File: src/rtl/acc_ctrl_pkg.sv
package acc_ctrl_pkg;

  localparam int unsigned OP_W   = 3;
  localparam int unsigned STEP_W = 2;

  typedef enum logic [OP_W-1:0] {
    OP_LOAD  = 3'd0,
    OP_STORE = 3'd1,
    OP_ADD   = 3'd2,
    OP_AND   = 3'd3,
    OP_JMP   = 3'd4,
    OP_JZ    = 3'd5,
    OP_CMPL  = 3'd6
  } opcode_e;

  typedef enum logic [1:0] {
    ALU_ADD  = 2'b00,
    ALU_AND  = 2'b01,
    ALU_NOT  = 2'b10,
    ALU_PASS = 2'b11
  } alu_op_e;

  typedef enum logic [1:0] {
    PH_IDLE  = 2'd0,
    PH_FETCH = 2'd1,
    PH_EXEC  = 2'd2
  } phase_e;

  typedef struct packed {
    logic    fetch;
    logic    busy;
    logic    mar_ld;
    logic    mbr_from_mem;
    logic    mem_rd;
    logic    ac_from_mbr;
    logic    mbr_from_ac;
    logic    mem_from_mbr;
    logic    mem_wr;
    logic    pc_ld;
    logic    alu_en;
    logic    alu_opnd;
    logic    ac_from_alu;
    alu_op_e alu_op;
    logic    done;
    logic    illegal;
  } ctrl_t;

  localparam ctrl_t CTRL_IDLE = '{alu_op: ALU_PASS, default: 1'b0};

  function automatic logic op_legal(input logic [OP_W-1:0] code);
    return code <= OP_W'(OP_CMPL);
  endfunction

  // number of execute steps per instruction
  function automatic logic [STEP_W-1:0] steps_of(input opcode_e op);
    case (op)
      OP_JMP, OP_JZ, OP_CMPL: return STEP_W'(1);
      default:                return STEP_W'(3);
    endcase
  endfunction

endpackage

File: src/rtl/acc_ctrl_seq.sv
module acc_ctrl_seq
  import acc_ctrl_pkg::*;
#(
  parameter int unsigned FETCH_STEPS = 1
) (
  input  logic                 clk_i,
  input  logic                 rst_ni,
  input  logic                 start_i,
  input  logic [OP_W-1:0]      opcode_i,
  output phase_e               phase_d_o,
  output logic [STEP_W-1:0]    step_d_o,
  output opcode_e              op_d_o,
  output logic                 done_d_o,
  output logic                 illegal_d_o
);

  localparam int unsigned FC_W = $clog2(FETCH_STEPS + 1);

  phase_e              phase_q, phase_d;
  logic [STEP_W-1:0]   step_q, step_d;
  logic [FC_W-1:0]     fcnt_q, fcnt_d;
  opcode_e             op_q, op_d;

  always_comb begin
    phase_d     = phase_q;
    step_d      = step_q;
    fcnt_d      = fcnt_q;
    op_d        = op_q;
    done_d_o    = 1'b0;
    illegal_d_o = 1'b0;
    case (phase_q)
      PH_IDLE: begin
        if (start_i) begin
          if (op_legal(opcode_i)) begin
            op_d    = opcode_e'(opcode_i);
            phase_d = PH_FETCH;
            fcnt_d  = FC_W'(1);
          end else begin
            illegal_d_o = 1'b1;
          end
        end
      end
      PH_FETCH: begin
        if (fcnt_q == FC_W'(FETCH_STEPS)) begin
          phase_d = PH_EXEC;
          step_d  = STEP_W'(1);
          fcnt_d  = '0;
        end else begin
          fcnt_d = fcnt_q + FC_W'(1);
        end
      end
      PH_EXEC: begin
        if (step_q == steps_of(op_q)) begin
          phase_d  = PH_IDLE;
          step_d   = '0;
          done_d_o = 1'b1;
        end else begin
          step_d = step_q + STEP_W'(1);
        end
      end
      default: phase_d = PH_IDLE;
    endcase
  end

  always_ff @(posedge clk_i or negedge rst_ni) begin
    if (!rst_ni) begin
      phase_q <= PH_IDLE;
      step_q  <= '0;
      fcnt_q  <= '0;
      op_q    <= OP_LOAD;
    end else begin
      phase_q <= phase_d;
      step_q  <= step_d;
      fcnt_q  <= fcnt_d;
      op_q    <= op_d;
    end
  end

  assign phase_d_o = phase_d;
  assign step_d_o  = step_d;
  assign op_d_o    = op_d;

  AST_STEP_RANGE: assert property (@(posedge clk_i) disable iff (!rst_ni)
    (phase_q == PH_EXEC) |-> (step_q != '0 && step_q <= steps_of(op_q)));

  AST_OP_HELD: assert property (@(posedge clk_i) disable iff (!rst_ni)
    (phase_q != PH_IDLE && phase_d != PH_IDLE) |=> $stable(op_q));

endmodule

File: src/rtl/acc_ctrl_decode.sv
module acc_ctrl_decode
  import acc_ctrl_pkg::*;
(
  input  phase_e            phase_i,
  input  logic [STEP_W-1:0] step_i,
  input  opcode_e           op_i,
  input  logic              ac_zero_i,
  input  logic              done_i,
  input  logic              illegal_i,
  output ctrl_t             ctrl_o
);

  always_comb begin
    ctrl_o         = CTRL_IDLE;
    ctrl_o.done    = done_i;
    ctrl_o.illegal = illegal_i;
    ctrl_o.busy    = (phase_i != PH_IDLE);
    ctrl_o.fetch   = (phase_i == PH_FETCH);
    if (phase_i == PH_EXEC) begin
      case (op_i)
        OP_LOAD, OP_STORE, OP_ADD, OP_AND: begin
          case (step_i)
            STEP_W'(1): ctrl_o.mar_ld = 1'b1;
            STEP_W'(2): begin
              if (op_i == OP_STORE) ctrl_o.mbr_from_ac = 1'b1;
              else begin
                ctrl_o.mbr_from_mem = 1'b1;
                ctrl_o.mem_rd       = 1'b1;
              end
            end
            STEP_W'(3): begin
              case (op_i)
                OP_LOAD:  ctrl_o.ac_from_mbr = 1'b1;
                OP_STORE: begin
                  ctrl_o.mem_from_mbr = 1'b1;
                  ctrl_o.mem_wr       = 1'b1;
                end
                default: begin
                  ctrl_o.alu_en      = 1'b1;
                  ctrl_o.alu_opnd    = 1'b1;
                  ctrl_o.ac_from_alu = 1'b1;
                  ctrl_o.alu_op      = (op_i == OP_AND) ? ALU_AND : ALU_ADD;
                end
              endcase
            end
            default: ;
          endcase
        end
        OP_JMP:  ctrl_o.pc_ld = 1'b1;
        OP_JZ:   ctrl_o.pc_ld = ac_zero_i;
        OP_CMPL: begin
          ctrl_o.alu_en      = 1'b1;
          ctrl_o.alu_opnd    = 1'b1;
          ctrl_o.ac_from_alu = 1'b1;
          ctrl_o.alu_op      = ALU_NOT;
        end
        default: ;
      endcase
    end
  end

endmodule

File: src/rtl/acc_ctrl_outreg.sv
module acc_ctrl_outreg
  import acc_ctrl_pkg::*;
(
  input  logic  clk_i,
  input  logic  rst_ni,
  input  ctrl_t ctrl_d_i,
  output ctrl_t ctrl_q_o
);

  always_ff @(posedge clk_i or negedge rst_ni) begin
    if (!rst_ni) ctrl_q_o <= CTRL_IDLE;
    else         ctrl_q_o <= ctrl_d_i;
  end

endmodule

File: src/rtl/acc_ctrl_unit.sv
module acc_ctrl_unit
  import acc_ctrl_pkg::*;
#(
  parameter int unsigned FETCH_STEPS = 1
) (
  input  logic       clk_i,
  input  logic       rst_ni,
  input  logic       start_i,
  input  logic [2:0] opcode_i,
  input  logic       ac_zero_i,
  output logic       fetch_o,
  output logic       busy_o,
  output logic       mar_ld_o,
  output logic       mbr_from_mem_o,
  output logic       mem_rd_o,
  output logic       ac_from_mbr_o,
  output logic       mbr_from_ac_o,
  output logic       mem_from_mbr_o,
  output logic       mem_wr_o,
  output logic       pc_ld_o,
  output logic       alu_en_o,
  output logic       alu_opnd_o,
  output logic       ac_from_alu_o,
  output logic [1:0] alu_op_o,
  output logic       done_o,
  output logic       illegal_o
);

  phase_e            phase_d;
  logic [STEP_W-1:0] step_d;
  opcode_e           op_d;
  logic              done_d, illegal_d;
  ctrl_t             ctrl_d, ctrl_q;

  acc_ctrl_seq #(.FETCH_STEPS(FETCH_STEPS)) u_seq (
    .clk_i       (clk_i),
    .rst_ni      (rst_ni),
    .start_i     (start_i),
    .opcode_i    (opcode_i),
    .phase_d_o   (phase_d),
    .step_d_o    (step_d),
    .op_d_o      (op_d),
    .done_d_o    (done_d),
    .illegal_d_o (illegal_d)
  );

  acc_ctrl_decode u_dec (
    .phase_i   (phase_d),
    .step_i    (step_d),
    .op_i      (op_d),
    .ac_zero_i (ac_zero_i),
    .done_i    (done_d),
    .illegal_i (illegal_d),
    .ctrl_o    (ctrl_d)
  );

  acc_ctrl_outreg u_oreg (
    .clk_i    (clk_i),
    .rst_ni   (rst_ni),
    .ctrl_d_i (ctrl_d),
    .ctrl_q_o (ctrl_q)
  );

  assign fetch_o        = ctrl_q.fetch;
  assign busy_o         = ctrl_q.busy;
  assign mar_ld_o       = ctrl_q.mar_ld;
  assign mbr_from_mem_o = ctrl_q.mbr_from_mem;
  assign mem_rd_o       = ctrl_q.mem_rd;
  assign ac_from_mbr_o  = ctrl_q.ac_from_mbr;
  assign mbr_from_ac_o  = ctrl_q.mbr_from_ac;
  assign mem_from_mbr_o = ctrl_q.mem_from_mbr;
  assign mem_wr_o       = ctrl_q.mem_wr;
  assign pc_ld_o        = ctrl_q.pc_ld;
  assign alu_en_o       = ctrl_q.alu_en;
  assign alu_opnd_o     = ctrl_q.alu_opnd;
  assign ac_from_alu_o  = ctrl_q.ac_from_alu;
  assign alu_op_o       = ctrl_q.alu_op;
  assign done_o         = ctrl_q.done;
  assign illegal_o      = ctrl_q.illegal;

  AST_RD_WR_EXCL: assert property (@(posedge clk_i) disable iff (!rst_ni)
    !(mem_rd_o && mem_wr_o));

  AST_WB_APART: assert property (@(posedge clk_i) disable iff (!rst_ni)
    ac_from_alu_o |-> !(mar_ld_o || mbr_from_mem_o));

  AST_ALU_TRIPLE: assert property (@(posedge clk_i) disable iff (!rst_ni)
    alu_en_o |-> (alu_opnd_o && ac_from_alu_o));

  AST_ALU_IDLE_CODE: assert property (@(posedge clk_i) disable iff (!rst_ni)
    !alu_en_o |-> (alu_op_o == 2'b11));

  AST_DONE_PULSE: assert property (@(posedge clk_i) disable iff (!rst_ni)
    done_o |=> !done_o);

  AST_DONE_IDLE: assert property (@(posedge clk_i) disable iff (!rst_ni)
    done_o |-> (!busy_o && $past(busy_o)));

  AST_ILLEGAL_QUIET: assert property (@(posedge clk_i) disable iff (!rst_ni)
    illegal_o |-> !(busy_o || done_o || mar_ld_o || mem_rd_o || mem_wr_o ||
                    pc_ld_o || alu_en_o || mbr_from_ac_o));

  AST_FETCH_LEADS: assert property (@(posedge clk_i) disable iff (!rst_ni)
    $rose(busy_o) |-> fetch_o);

endmodule

File: config.mk
export PLATFORM = sky130hd
export DESIGN_NAME = acc_ctrl_unit
export DESIGN_NICKNAME = d
export VERILOG_FILES = /design/src/rtl/acc_ctrl_pkg.sv /design/src/rtl/acc_ctrl_seq.sv /design/src/rtl/acc_ctrl_decode.sv /design/src/rtl/acc_ctrl_outreg.sv /design/src/rtl/acc_ctrl_unit.sv
export SDC_FILE = /design/constraint.sdc
export NUM_CORES = 1
export LEC_CHECK = 0
export BUFFER_PORTS_ARGS = -buffer_cell sky130_fd_sc_hd__buf_2
export CORE_MARGIN = 5
export CORE_UTILIZATION = 40
export CTS_CLUSTER_SIZE = 24
export DETAILED_ROUTE_END_ITERATION = 8
export GPL_TIMING_DRIVEN = 1
export PLACE_DENSITY = 0.68
export SKIP_LAST_GASP = 1
export SYNTH_ARGS = -nofsm -noshare
export SYNTH_HDL_FRONTEND = slang
export SYNTH_SLANG_ARGS = --single-unit
File: constraint.sdc
create_clock -name clk_i -period 4.85 [get_ports clk_i]
set_input_delay 0.485 -clock clk_i [delete_from_list [all_inputs] [get_ports clk_i]]
set_output_delay 0.485 -clock clk_i [all_outputs]
set_load 0.05 [all_outputs]
; ---- After elaboration in Yosys (flattened, before gate mapping)
; Index checks and enable logic that the tools add are counted.
[word_totals]
regBits = 25
out_inout_bits = 17
word_cells = 88
[op_classes]
addsub = 2
magnitude_cmp = 1
eq_ne = 19
muxes = 38
reduce_logical = 8
[ops]
columns = operator, n
row1 = $mux 2, 12
row2 = $eq 3x3->1 const B, 6
row3 = $mux 1, 14
row4 = $mux 13, 1
row5 = $mux 5, 2
row6 = $pmux 5 s2, 1
row7 = $mux 3, 3
row8 = $eq 2x2->1 const B, 4
row9 = $mux 7, 1
row10 = $eq 2x1->1 const B, 3
row11 = $eq 3x2->1 const B, 2
row12 = $pmux 2 s3, 1
row13 = $pmux 1 s2, 2
row14 = $pmux 2 s2, 1
row15 = $reduce_bool 2->1, 2
row16 = $reduce_or 4->1, 1
row17 = $eq 3x1->1 const B, 1
row18 = $le 3x3->1 const B, 1
row19 = $logic_not 3->1, 1
row20 = $reduce_and 3->1, 1
row21 = $reduce_or 3->1, 1
row22 = $add 2x1->2 const B, 1
row23 = $eq 2x2->1, 1
row24 = $logic_not 2->1, 1
row25 = other kinds (4), 4

; ---- Longest topological paths before layout
; Gate-level depths: netlist of the first run.
[depth]
depth_word = 11
ltp_mapped = 8
mapped_depth_nobuf = 8

; ---- Hierarchy
; From an unflattened synthesis of the first run, not the netlist that was laid out.
[unflattened]
cells_unflattened = 98
hier_area_um2 = 1162.4
[modules_own_cells]
columns = module, n_inst, cells_per_inst, area_per_inst_um2, seq_area_each_um2
row1 = acc_ctrl_seq, 1, 54, 528.0, 200.2
row2 = acc_ctrl_outreg, 1, 17, 427.9, 427.9
row3 = acc_ctrl_decode, 1, 27, 206.4, 0.0

; ---- Worst setup path after synthesis of the first run
; No wires, ideal clock.
[synth_path]
path_type = register to register
startpoint = reg u_seq.phase_q[1]
endpoint = reg u_oreg.ctrl_q_o[7] (netlist bit)
arrival_time_ps = 1837
required_ps = 4755
slack_ps = 2918
stages_incl_launch_ff = 8
path_buffers = 0
synth_period_minus_slack_ps = 1932
path_cell_list = dfrtp_1 > inv_1 > ha_1 > nor2b_2 > nor3b_1 > a2111oi_4 > or2_4 > nor4_4
[synth_lines]
columns = item, line_no
row1 = start: declaration, acc_ctrl_seq.sv:19  ; phase_e phase_q, phase_d;
row2 = start signal: assignment, acc_ctrl_seq.sv:72  ; phase_q <= phase_d;
row3 = end signal: assignment, acc_ctrl_outreg.sv:12  ; else ctrl_q_o <= ctrl_d_i;
row4 = end: declaration, acc_ctrl_outreg.sv:7  ; output ctrl_t ctrl_q_o

; ---- Worst setup path in the final report of the first run
[layout_path]
startpoint = reg u_seq.phase_q[1]
endpoint = reg u_oreg.ctrl_q_o[13] (netlist bit)
[layout_lines]
columns = item, line_no
row1 = "$eq 2x2->1, or another cell as far along", acc_ctrl_seq.sv:31  ; case (phase_q)
row2 = $pmux 2 s3 (*), acc_ctrl_seq.sv:31
row3 = net phase_d[0], acc_ctrl_unit.sv:29  ; phase_e phase_d;
row4 = $eq 2x2->1 (*), acc_ctrl_decode.sv:19  ; if (phase_i == PH_EXEC) begin
row5 = $mux 13 (*), acc_ctrl_decode.sv:19
; The timed path passes the listed nets; every way through them passes the cells marked *.
; A chain may end at the register's enable or synchronous reset.

==> reports/summary.md, run 1 <==
The final routed DRC violation total is 0, and the final weighted congestion of routability-driven global placement is 0.847. Of the post-synthesis cell area, the dominant cell type holds 43.1%. The final cycle utilization of the critical path is 46.4%. After detailed placement, the design holds a cell count of 149.

Buffers placed on the I/O ports in this run total 23. The flip-flop and latch count after synthesis is 21, and the final net count is 134. In the final layout, the share of cells above drive strength 1 is 36.1%. In this run the post-CTS setup repair buffer count came out at 0. The net switching component of the power came out at 0.406 mW. The clock network is responsible for 10.7% of the overall power. The largest individual stage delay along the critical path comes from the cell sky130_fd_sc_hd__a2111oi_4. The run gives 0.0138 ns as the worst setup skew after layout. The dominant cell type by area after synthesis is sky130_fd_sc_hd__dfrtp_1.

Leaving out fill and tap cells, the most frequent cells in the layout are sky130_fd_sc_hd__buf_2, sky130_fd_sc_hd__dfrtp_1, sky130_fd_sc_hd__nand2_1, sky130_fd_sc_hd__inv_1, sky130_fd_sc_hd__nor2_1. The global-route wire length before repair was 4.10 mm. Dividing the detail-routed wire length by the instance count gives 15.2 um.

For the pin with the worst max-slew slack, the measured transition is 0.501 ns. Of all nets on the critical path, the largest fanout is 7. The run finished with clean final reports. The later pin in the worst-skew pair is clocked with a latency of 0.31 ns. The count of vias placed by the detailed router is 820, and the netlist area before placement is 1100 um2. CTS placed an instance of sky130_fd_sc_hd__clkbuf_4 at the clock tree root.

The power density of the placed cells came out at 642 nW/um2. The tools report the critical path endpoint category as a flop. The path class of the tightest hold or removal check is input pin to async pin. The relative area change from synthesis to final layout works out to 13.7%. For this run, the number of Yosys warnings is 0. Synthesis produced 99 cells. Synthesis produced a netlist with a net count of 110. The tools report the number of max-cap violations as 0.

In the global route stage, overall resource usage came out at 12.8%. Sequential cells account for 33.2% of the total power. The first detailed-routing pass took 4 iterations. Hold-fix buffer count after cts: 0.

The overall overflow remaining after global route was 0; the number of max-slew violations in the final report was 0. Number of top-level design ports: 24. Setup repair after global routing left no endpoint under its margin. The buffer and inverter count on the worst path was 1; the switching fraction of total power was 50.4%.

Once placement finished, the instance area stood at 1230 um2. The horizontal die dimension came out at 62.5 um. The worst setup path is launched from a flop.

Broken down by cell family, the worst path's largest delay share belongs to simple AND/OR/NAND/NOR gates. The tools report the detailed router's first-iteration violation count as 25. Yosys mapped the design onto 40 distinct sky130hd cell types. Traced cell by cell, the critical path runs through inv_1, ha_1, nor2b_2, nor3b_1, a2111oi_4, nor2_1, and3_1. TritonCTS built the clock tree.

Number of buffers created by CTS: 3. The worst pin sits at a relative slew slack of 66.6%. Cell internal power was estimated by the tool at 0.399 mW.

The detail route stage leaves a number of antenna-violating nets equal to 0. The total design power was 0.805 mW. The logs give 2.60 ns for the setup slack after layout and 1.74 mm for the post-detailed-placement half-perimeter wirelength. The post-route setup TNS was 0 ns. The die covers 3910 um2.

The number of antenna diodes in the final layout is 0. Ranked by total cell area, the synthesized netlist is headed by sky130_fd_sc_hd__dfrtp_1, sky130_fd_sc_hd__dfstp_2, sky130_fd_sc_hd__ha_1. The delay of the slowest critical-path stage was 0.56 ns; the shortest clock period the worst path allows after layout was 2.25 ns.

The logs give 0 for the number of endpoints failing setup at the final stage and 1250 um2 for the area of all placed cells without fillers. The number of buffers on the longest clock path came out at 2. The number of antenna violations at the first check in global routing is 0, and the post-cts resize count is 0. The run gives 259 as the number of inserted filler cells in the final layout. The tools report the combinational share of power as 56.1%. For this design the static power due to leakage is 0.611 nW.

For this run, the register share of the synthesized area comes to 47.8%. Once layout is complete, the cells apart from fillers number 153. The endpoint required time on the critical path came out at 5.05 ns. The deepest level of the CTS H-tree came out at 1.

The worst-case IR drop observed on VDD is 0.288 mV. For this block, the routed nets add up to 2.32 mm of wire. Clock tree synthesis found a total of 21 sinks.

For the arrival time reported for the critical path endpoint, the log shows 2.45 ns. The type of the worst setup path was flop to flop. The tools report the upper clock frequency limit as 445 MHz. Leaving out fill and tap cells, the most frequent cell in the layout is sky130_fd_sc_hd__buf_2.

The via count of the first global-routing pass is 839. The count of flip-flops with a built-in enable after synthesis is 0, and the hold violation count in the final report is 0. The post-CTS clock slew at the launch and capture registers of the worst setup and hold paths came out at 0.13 ns.

Before CTS, the worst setup slack after placement is 2.67 ns. Counting flops with an async set or reset pin after synthesis yields a share of 100%. The largest net degree at the start of global routing is 22. The height of the die is 62.5 um, and the area of the placeable core is 2710 um2.

The initial utilization of the core area, before any placement, comes to 40.7%. Dividing the detail-routed via count by the number of cells gives 5.36. Among all flip-flop cells after synthesis, the most frequent one is sky130_fd_sc_hd__dfrtp_1.

The number of placement rows came out at 19. A synthesized cell averages 11.1 um2.
cell usage after synthesis (all sizes together) (3+ instances only):
library cell and instances:
nor4 3, inv 7, nor3b 3, a21oi 4
buf 4, nand2b 4, o22ai 3, dfrtp 19
nand3 4, ha 4, nand2 10, nor2 6
metal layers:
| layer | wire [um] | track usage, % | vias up |
|---|---|---|---|
| li1 | - | - | 397 |
| met1 | 1050 | 17.7 | 394 |
| met2 | 1120 | 19.2 | 27 |
| met3 | 132 | 3.24 | 2 |
| met4 | 17 | 4.77 | 0 |
| met5 | 0 | 0 | - |
state kept, by name, summed over array words and instances (netlist names):
register / count
u_seq.fcnt_q: 1
u_seq.step_q: 2
u_oreg.ctrl_q_o: 13
u_seq.op_q: 3
u_seq.phase_q: 2
worst paths after layout:
check                                 start             endpoint  slack (ns)  depth (start not counted)
setup / recovery           u_seq.phase_q[1]  u_oreg.ctrl_q_o[13]        2.60                          7
min in group clk_i                ac_zero_i   u_oreg.ctrl_q_o[7]        0.50                          3
hold / removal                       rst_ni     u_seq.phase_q[1]         0.1                          1
max in group asynchronous            rst_ni   u_oreg.ctrl_q_o[2]        4.40                          1
setup reg to reg           u_seq.phase_q[1]  u_oreg.ctrl_q_o[13]        2.60                          7
hold reg to reg                u_seq.fcnt_q         u_seq.fcnt_q        0.60                          1
metrics by stage:
stage	hold WS [ns]	util, %
2_1_floorplan	0.189	-
3_3_place_gp	0.465	45.3
3_5_place_dp	0.462	45.3
4_1_cts	0.120	46.3
5_1_grt	0.137	46.3
6_report	0.0969	46.3
cell type report:
class	count	area (um2)	area share, %
tap	31	38.8	3.09
sequential	21	528	42.1
timing repair buffer	23	115	9.17
inverter	7	26.3	2.09
clock inverter	1	5.00	0.399
clock buffer	3	22.5	1.79
multi-input combinational	67	519	41.4
worst register-to-register path: stages (launching register included):
cell	delay, ns
sky130_fd_sc_hd__dfrtp_1	0.47
sky130_fd_sc_hd__inv_1	0.16
sky130_fd_sc_hd__ha_1	0.26
sky130_fd_sc_hd__nor2b_2	0.23
sky130_fd_sc_hd__nor3b_1	0.11
sky130_fd_sc_hd__a2111oi_4	0.57
sky130_fd_sc_hd__nor2_1	0.16
sky130_fd_sc_hd__and3_1	0.18
logic make-up (layout without fill, tap and decap cells):
logic type / Yosys count / count (layout) / synth area share, %
XOR/XNOR: 2 / 2 / 1.59
AO/OA/AOI/OAI: 19 / 19 / 16.9
buffers and inverters: 11 / 34 / 5.10
adder cells (fa/ha/maj): 4 / 4 / 4.54
AND/OR/NAND/NOR: 42 / 42 / 24.0
flip-flops: 21 / 21 / 47.8
power by group through the flow:
stage          Clock (mW)  Sequential (mW)  Combinational, mW
2_1_floorplan           0            0.316              0.305
3_3_place_gp            0            0.266              0.438
3_5_place_dp            0            0.269              0.446
4_1_cts            0.0873            0.266              0.451
5_1_grt            0.0976            0.274              0.490
6_report           0.0860            0.267              0.452
Power figures use the tool's default switching activity.
==> run 2, diff against run 1 <==
ABC_AREA = 1   (was not set)
clock period = 2.3 ns   (was 4.85 ns; I/O delays follow)
==> reports/summary.md, run 2 <==
The flow ran to the end, and the final reports show no timing, DRC or antenna violations. The height of the die works out to 62.3 um (-0.43%). The tools report the pre-CTS setup slack as 0.632 ns (-2.04 ns). The largest registers in the layout are u_oreg.ctrl_q_o x13, u_seq.op_q x3.

The tools report the worst voltage drop across the vdd grid as 0.571 mV (+98%). The run gives 10.5% (-0.2 points) as the power share of the clock group. The path class of the tightest hold or removal check is input pin to flop. The final cycle utilization of the critical path is 73.3% (+27 points). The run gives 0 (unchanged) as the number of antenna violations at the first check in global routing.

For the count of yosys warnings during synthesis, the log shows 0 (unchanged). The hold violation count in the final report was 0 (unchanged). Mean routed wirelength per cell: 10.9 um (-28%).

STA classifies the critical path startpoint as a flop. The fraction of registers with async set/reset was 100% (unchanged); the all-layer global routing usage was 10.7% (-2.1 points). The number of clock sinks seen by CTS is 21 (unchanged), and the insertion delay to the later sink of the worst-skew pair is 0.29 ns (-0.02 ns). The shortest clock period the worst path allows after layout was 1.69 ns (-0.564 ns).

The run gives 454 um2 (-13%) as the area of the multi-input gates. The total design power was 1.59 mW (+98%); the upper clock frequency limit was 593 MHz (+33%). The deepest level of the CTS H-tree is 1 (unchanged). The library cells used most frequently in the layout, excluding fill and tap cells, are sky130_fd_sc_hd__nand2_1, sky130_fd_sc_hd__buf_2, sky130_fd_sc_hd__dfrtp_1, sky130_fd_sc_hd__inv_1, sky130_fd_sc_hd__nor2_1. The switching fraction of total power was 50.1% (-0.31 points); the leakage power figure was 0.670 nW (+9.7%).

The max-slew headroom at the worst pin is 70.3% (+3.7 points). The run gives 0.795 mW (+99%) as the total internal power. The number of max-cap violations is 0 (unchanged), and the net count of the mapped netlist is 133 (+21%). The antenna diode count was 0 (unchanged); the overall overflow remaining after global route was 0 (unchanged). For the netlist area before placement, the log shows 1090 um2 (-1.0%).

For the part of the Yosys area used for sequential elements, the log shows 48.3% (+0.49 points). The starting density of the core is 40.7% (-0.059 points), and the setup fix buffers added after clock tree synthesis is 0 (unchanged). The number of buffers created by CTS was 3 (unchanged).

Yosys attributes the largest share of cell area to sky130_fd_sc_hd__dfrtp_1, sky130_fd_sc_hd__nand2_1, sky130_fd_sc_hd__inv_1. After synthesis, the most frequently instantiated cells are sky130_fd_sc_hd__nand2_1, sky130_fd_sc_hd__dfrtp_1, sky130_fd_sc_hd__inv_1. The quantity of I/O buffers inserted on ports came out at 23 (unchanged). The logs give 0.798 mW (+97%) for the net switching component of the power and 0.839 (-0.98%) for the final weighted congestion of routability-driven global placement.

The share of the synthesized area in the top cell type was 43.5% (+0.44 points); the measured slew at the worst slew-check pin was 0.445 ns (-0.0557 ns). The count of vias placed by the detailed router is 822 (+0.24%), and the number of endpoints failing setup at the final stage is 0 (unchanged). The logs give 0 (unchanged) for the final routed DRC violation total and 55.7% (-0.4 points) for the combinational share of power. The global-route wire length before repair was 3.44 mm (-16%); the die area was 3880 um2 (-0.86%).

The count of flip-flops with a built-in enable after synthesis works out to 0 (unchanged). Of all cell types, the one taking the most synthesized area is sky130_fd_sc_hd__dfrtp_1. Most used flip-flop cell after synthesis: sky130_fd_sc_hd__dfrtp_1. The run gives 0.00337 ns (-0.0104 ns) as the worst setup skew after layout. Cell with the most instances after synthesis: sky130_fd_sc_hd__nand2_1.

The worst setup path is captured at a flop. The post-detailed-route via-to-cell ratio was 4.64 (-13%); the power density of the placed cells was 1270 nW/um2 (+98%). The number of flip-flops under the largest register name was 13 (unchanged). The run gives 2 (unchanged) as the number of buffers on the longest clock path.

The logs give 528 um2 (unchanged) for the register area and 122 (+23%) for the count of mapped cells out of synthesis. The maximum net fanout on the critical path was 6 (-1). Root buffer cell: sky130_fd_sc_hd__clkbuf_4. The flip-flop and latch count after synthesis was 21 (unchanged). The number of placement rows came out at 19 (unchanged). The area of the placeable core was 2690 um2 (-0.88%); the number of inserted filler cells in the final layout was 260 (+0.39%). The largest net degree at the start of global routing is 22 (unchanged).

The count of antenna-violating nets left after detailed routing was 0 (unchanged); the horizontal die dimension was 62.3 um (-0.43%). The register with the most flip-flops was u_oreg.ctrl_q_o. The tools report the count of distinct cell types in the synthesized netlist as 23 (-43%). The number of top-level design ports is 24 (unchanged).

The tools report the post-route setup TNS as 0 ns (unchanged). The logs give 177 (+16%) for the final cell count without fillers and 4 (unchanged) for the first-pass detailed-route iteration total. The proportion of layout cells with a drive suffix above 1 was 32.2% (-3.9 points).

For the via count of the first global-routing pass, the log shows 815 (-2.9%). The average footprint of a synthesized cell works out to 8.95 um2 (-20%). The number of max-slew violations in the final report was 0 (unchanged); the arrival time reported for the critical path endpoint was 1.91 ns (-0.54 ns). The endpoint required time on the critical path came out at 2.52 ns (-2.53 ns). The area growth from synthesis to layout is 14.7%.

TritonCTS built the clock tree. The run gives 28 (+12%) as the detailed router's first-iteration violation count. Share of total power in sequential cells: 33.8% (+0.6 points).

The post-CTS clock slew at the launch and capture registers of the worst setup and hold paths works out to 0.10 ns (-0.03 ns). The run gives 158 (+18%) as the final net count. The post-detailed-placement half-perimeter wirelength is 1.53 mm (-12%), and the setup slack after layout is 0.614 ns (-1.99 ns).

For the instance count after placement with tap cells included, the log shows 172 (+15%). Setup repair after global routing left no endpoint under its margin. The total wire length after detailed routing is 1.92 mm (-17%). The worst setup path is of the flop to flop kind.
==> run 2: cell types whose count changed after synthesis, moves of 3 or more <==
cell	change
sky130_fd_sc_hd__nor2_1	+7
sky130_fd_sc_hd__inv_1	+9
sky130_fd_sc_hd__nand2b_1	-3
sky130_fd_sc_hd__o21ai_0	+4
sky130_fd_sc_hd__nand2_1	+13
sky130_fd_sc_hd__nand2_2	+5
sky130_fd_sc_hd__inv_2	+3
sky130_fd_sc_hd__nand3_1	+3
==> run 2: per-layer routing <==
| layer | global-route usage (%) | vias to the layer above | part of all wire (%) |
|---|---|---|---|
| li1 | - | 428 | - |
| met1 | 13.2 | 364 | 43 |
| met2 | 17.5 | 26 | 47 |
| met3 | 3.06 | 4 | 8.1 |
| met4 | 3.98 | 0 | 1.6 |
| met5 | 0 | - | 0 |
==> run 2: through the flow <==
stage	util [%]	hold slack [ns]	cell area, um2
2_1_floorplan	-	-0.0656	1090
3_3_place_gp	45.3	0.200	1220
3_5_place_dp	45.3	0.203	1220
4_1_cts	46.6	0.222	1250
5_1_grt	46.6	0.217	1250
6_report	46.6	0.226	1250
==> run 2: cell families (layout without fill, tap and decap cells) <==
| family | after synthesis | count (layout) | share of synthesized area, % |
|---|---|---|---|
| compound gates | 14 | 14 | 9.62 |
| fa+ha+maj | 4 | 4 | 4.58 |
| buf+inv | 24 | 48 | 10.1 |
| flops | 21 | 21 | 48.3 |
| simple gates | 59 | 59 | 27.4 |
==> run 2: power by group through the flow <==
stage / clock network, mW / registers (mW) / logic [mW]
floorplan: 0 / 0.659 / 0.608
detailed placement: 0 / 0.546 / 0.888
CTS: 0.174 / 0.538 / 0.892
finish: 0.167 / 0.539 / 0.887
global route: 0.191 / 0.550 / 1.00
global placement: 0 / 0.544 / 0.878
==> run 2: path summary, 6_finish.rpt <==
kind	startpoint	end	slack, ns	cells past startpoint
max	u_seq.phase_q[1]	u_oreg.ctrl_q_o[9]	0.61	11
min	opcode_i[2]	u_oreg.ctrl_q_o[0]	0.23	3
max reg2reg	u_seq.phase_q[1]	u_oreg.ctrl_q_o[9]	0.61	11
min reg2reg	u_seq.op_q[0]	u_seq.op_q[0]	0.60	2
max in group asynchronous	rst_ni	u_oreg.ctrl_q_o[2]	1.56	2
min in group asynchronous	rst_ni	u_oreg.ctrl_q_o[4]	0.41	2
==> run 2: what timing repair did <==
item | in CTS | in global routing
resized for setup | 0 | 0
hold buffers | 1 | 0
hold endpoints to repair | 19 | 0
==> run 2: critical path, stage by stage (launching register included) <==
cell and delay, ns:
sky130_fd_sc_hd__dfrtp_1 0.45, sky130_fd_sc_hd__inv_1 0.09, sky130_fd_sc_hd__ha_1 0.23, sky130_fd_sc_hd__nand2_2 0.14
sky130_fd_sc_hd__clkinv_4 0.09, sky130_fd_sc_hd__nand2_4 0.09, sky130_fd_sc_hd__nand2_2 0.05, sky130_fd_sc_hd__nand2_2 0.10
sky130_fd_sc_hd__nand2_2 0.07, sky130_fd_sc_hd__nor2_2 0.10, sky130_fd_sc_hd__nand4_1 0.10, sky130_fd_sc_hd__nor2_1 0.11
==> run 2: cell type report <==
type                            count  area share, %
Tap cell                           31           3.10
Inverter                           20           6.39
Multi-Input combinational cell     77           36.3
Clock buffer                        4           2.10
Timing Repair Buffer               24           9.99
Sequential cell                    21           42.2
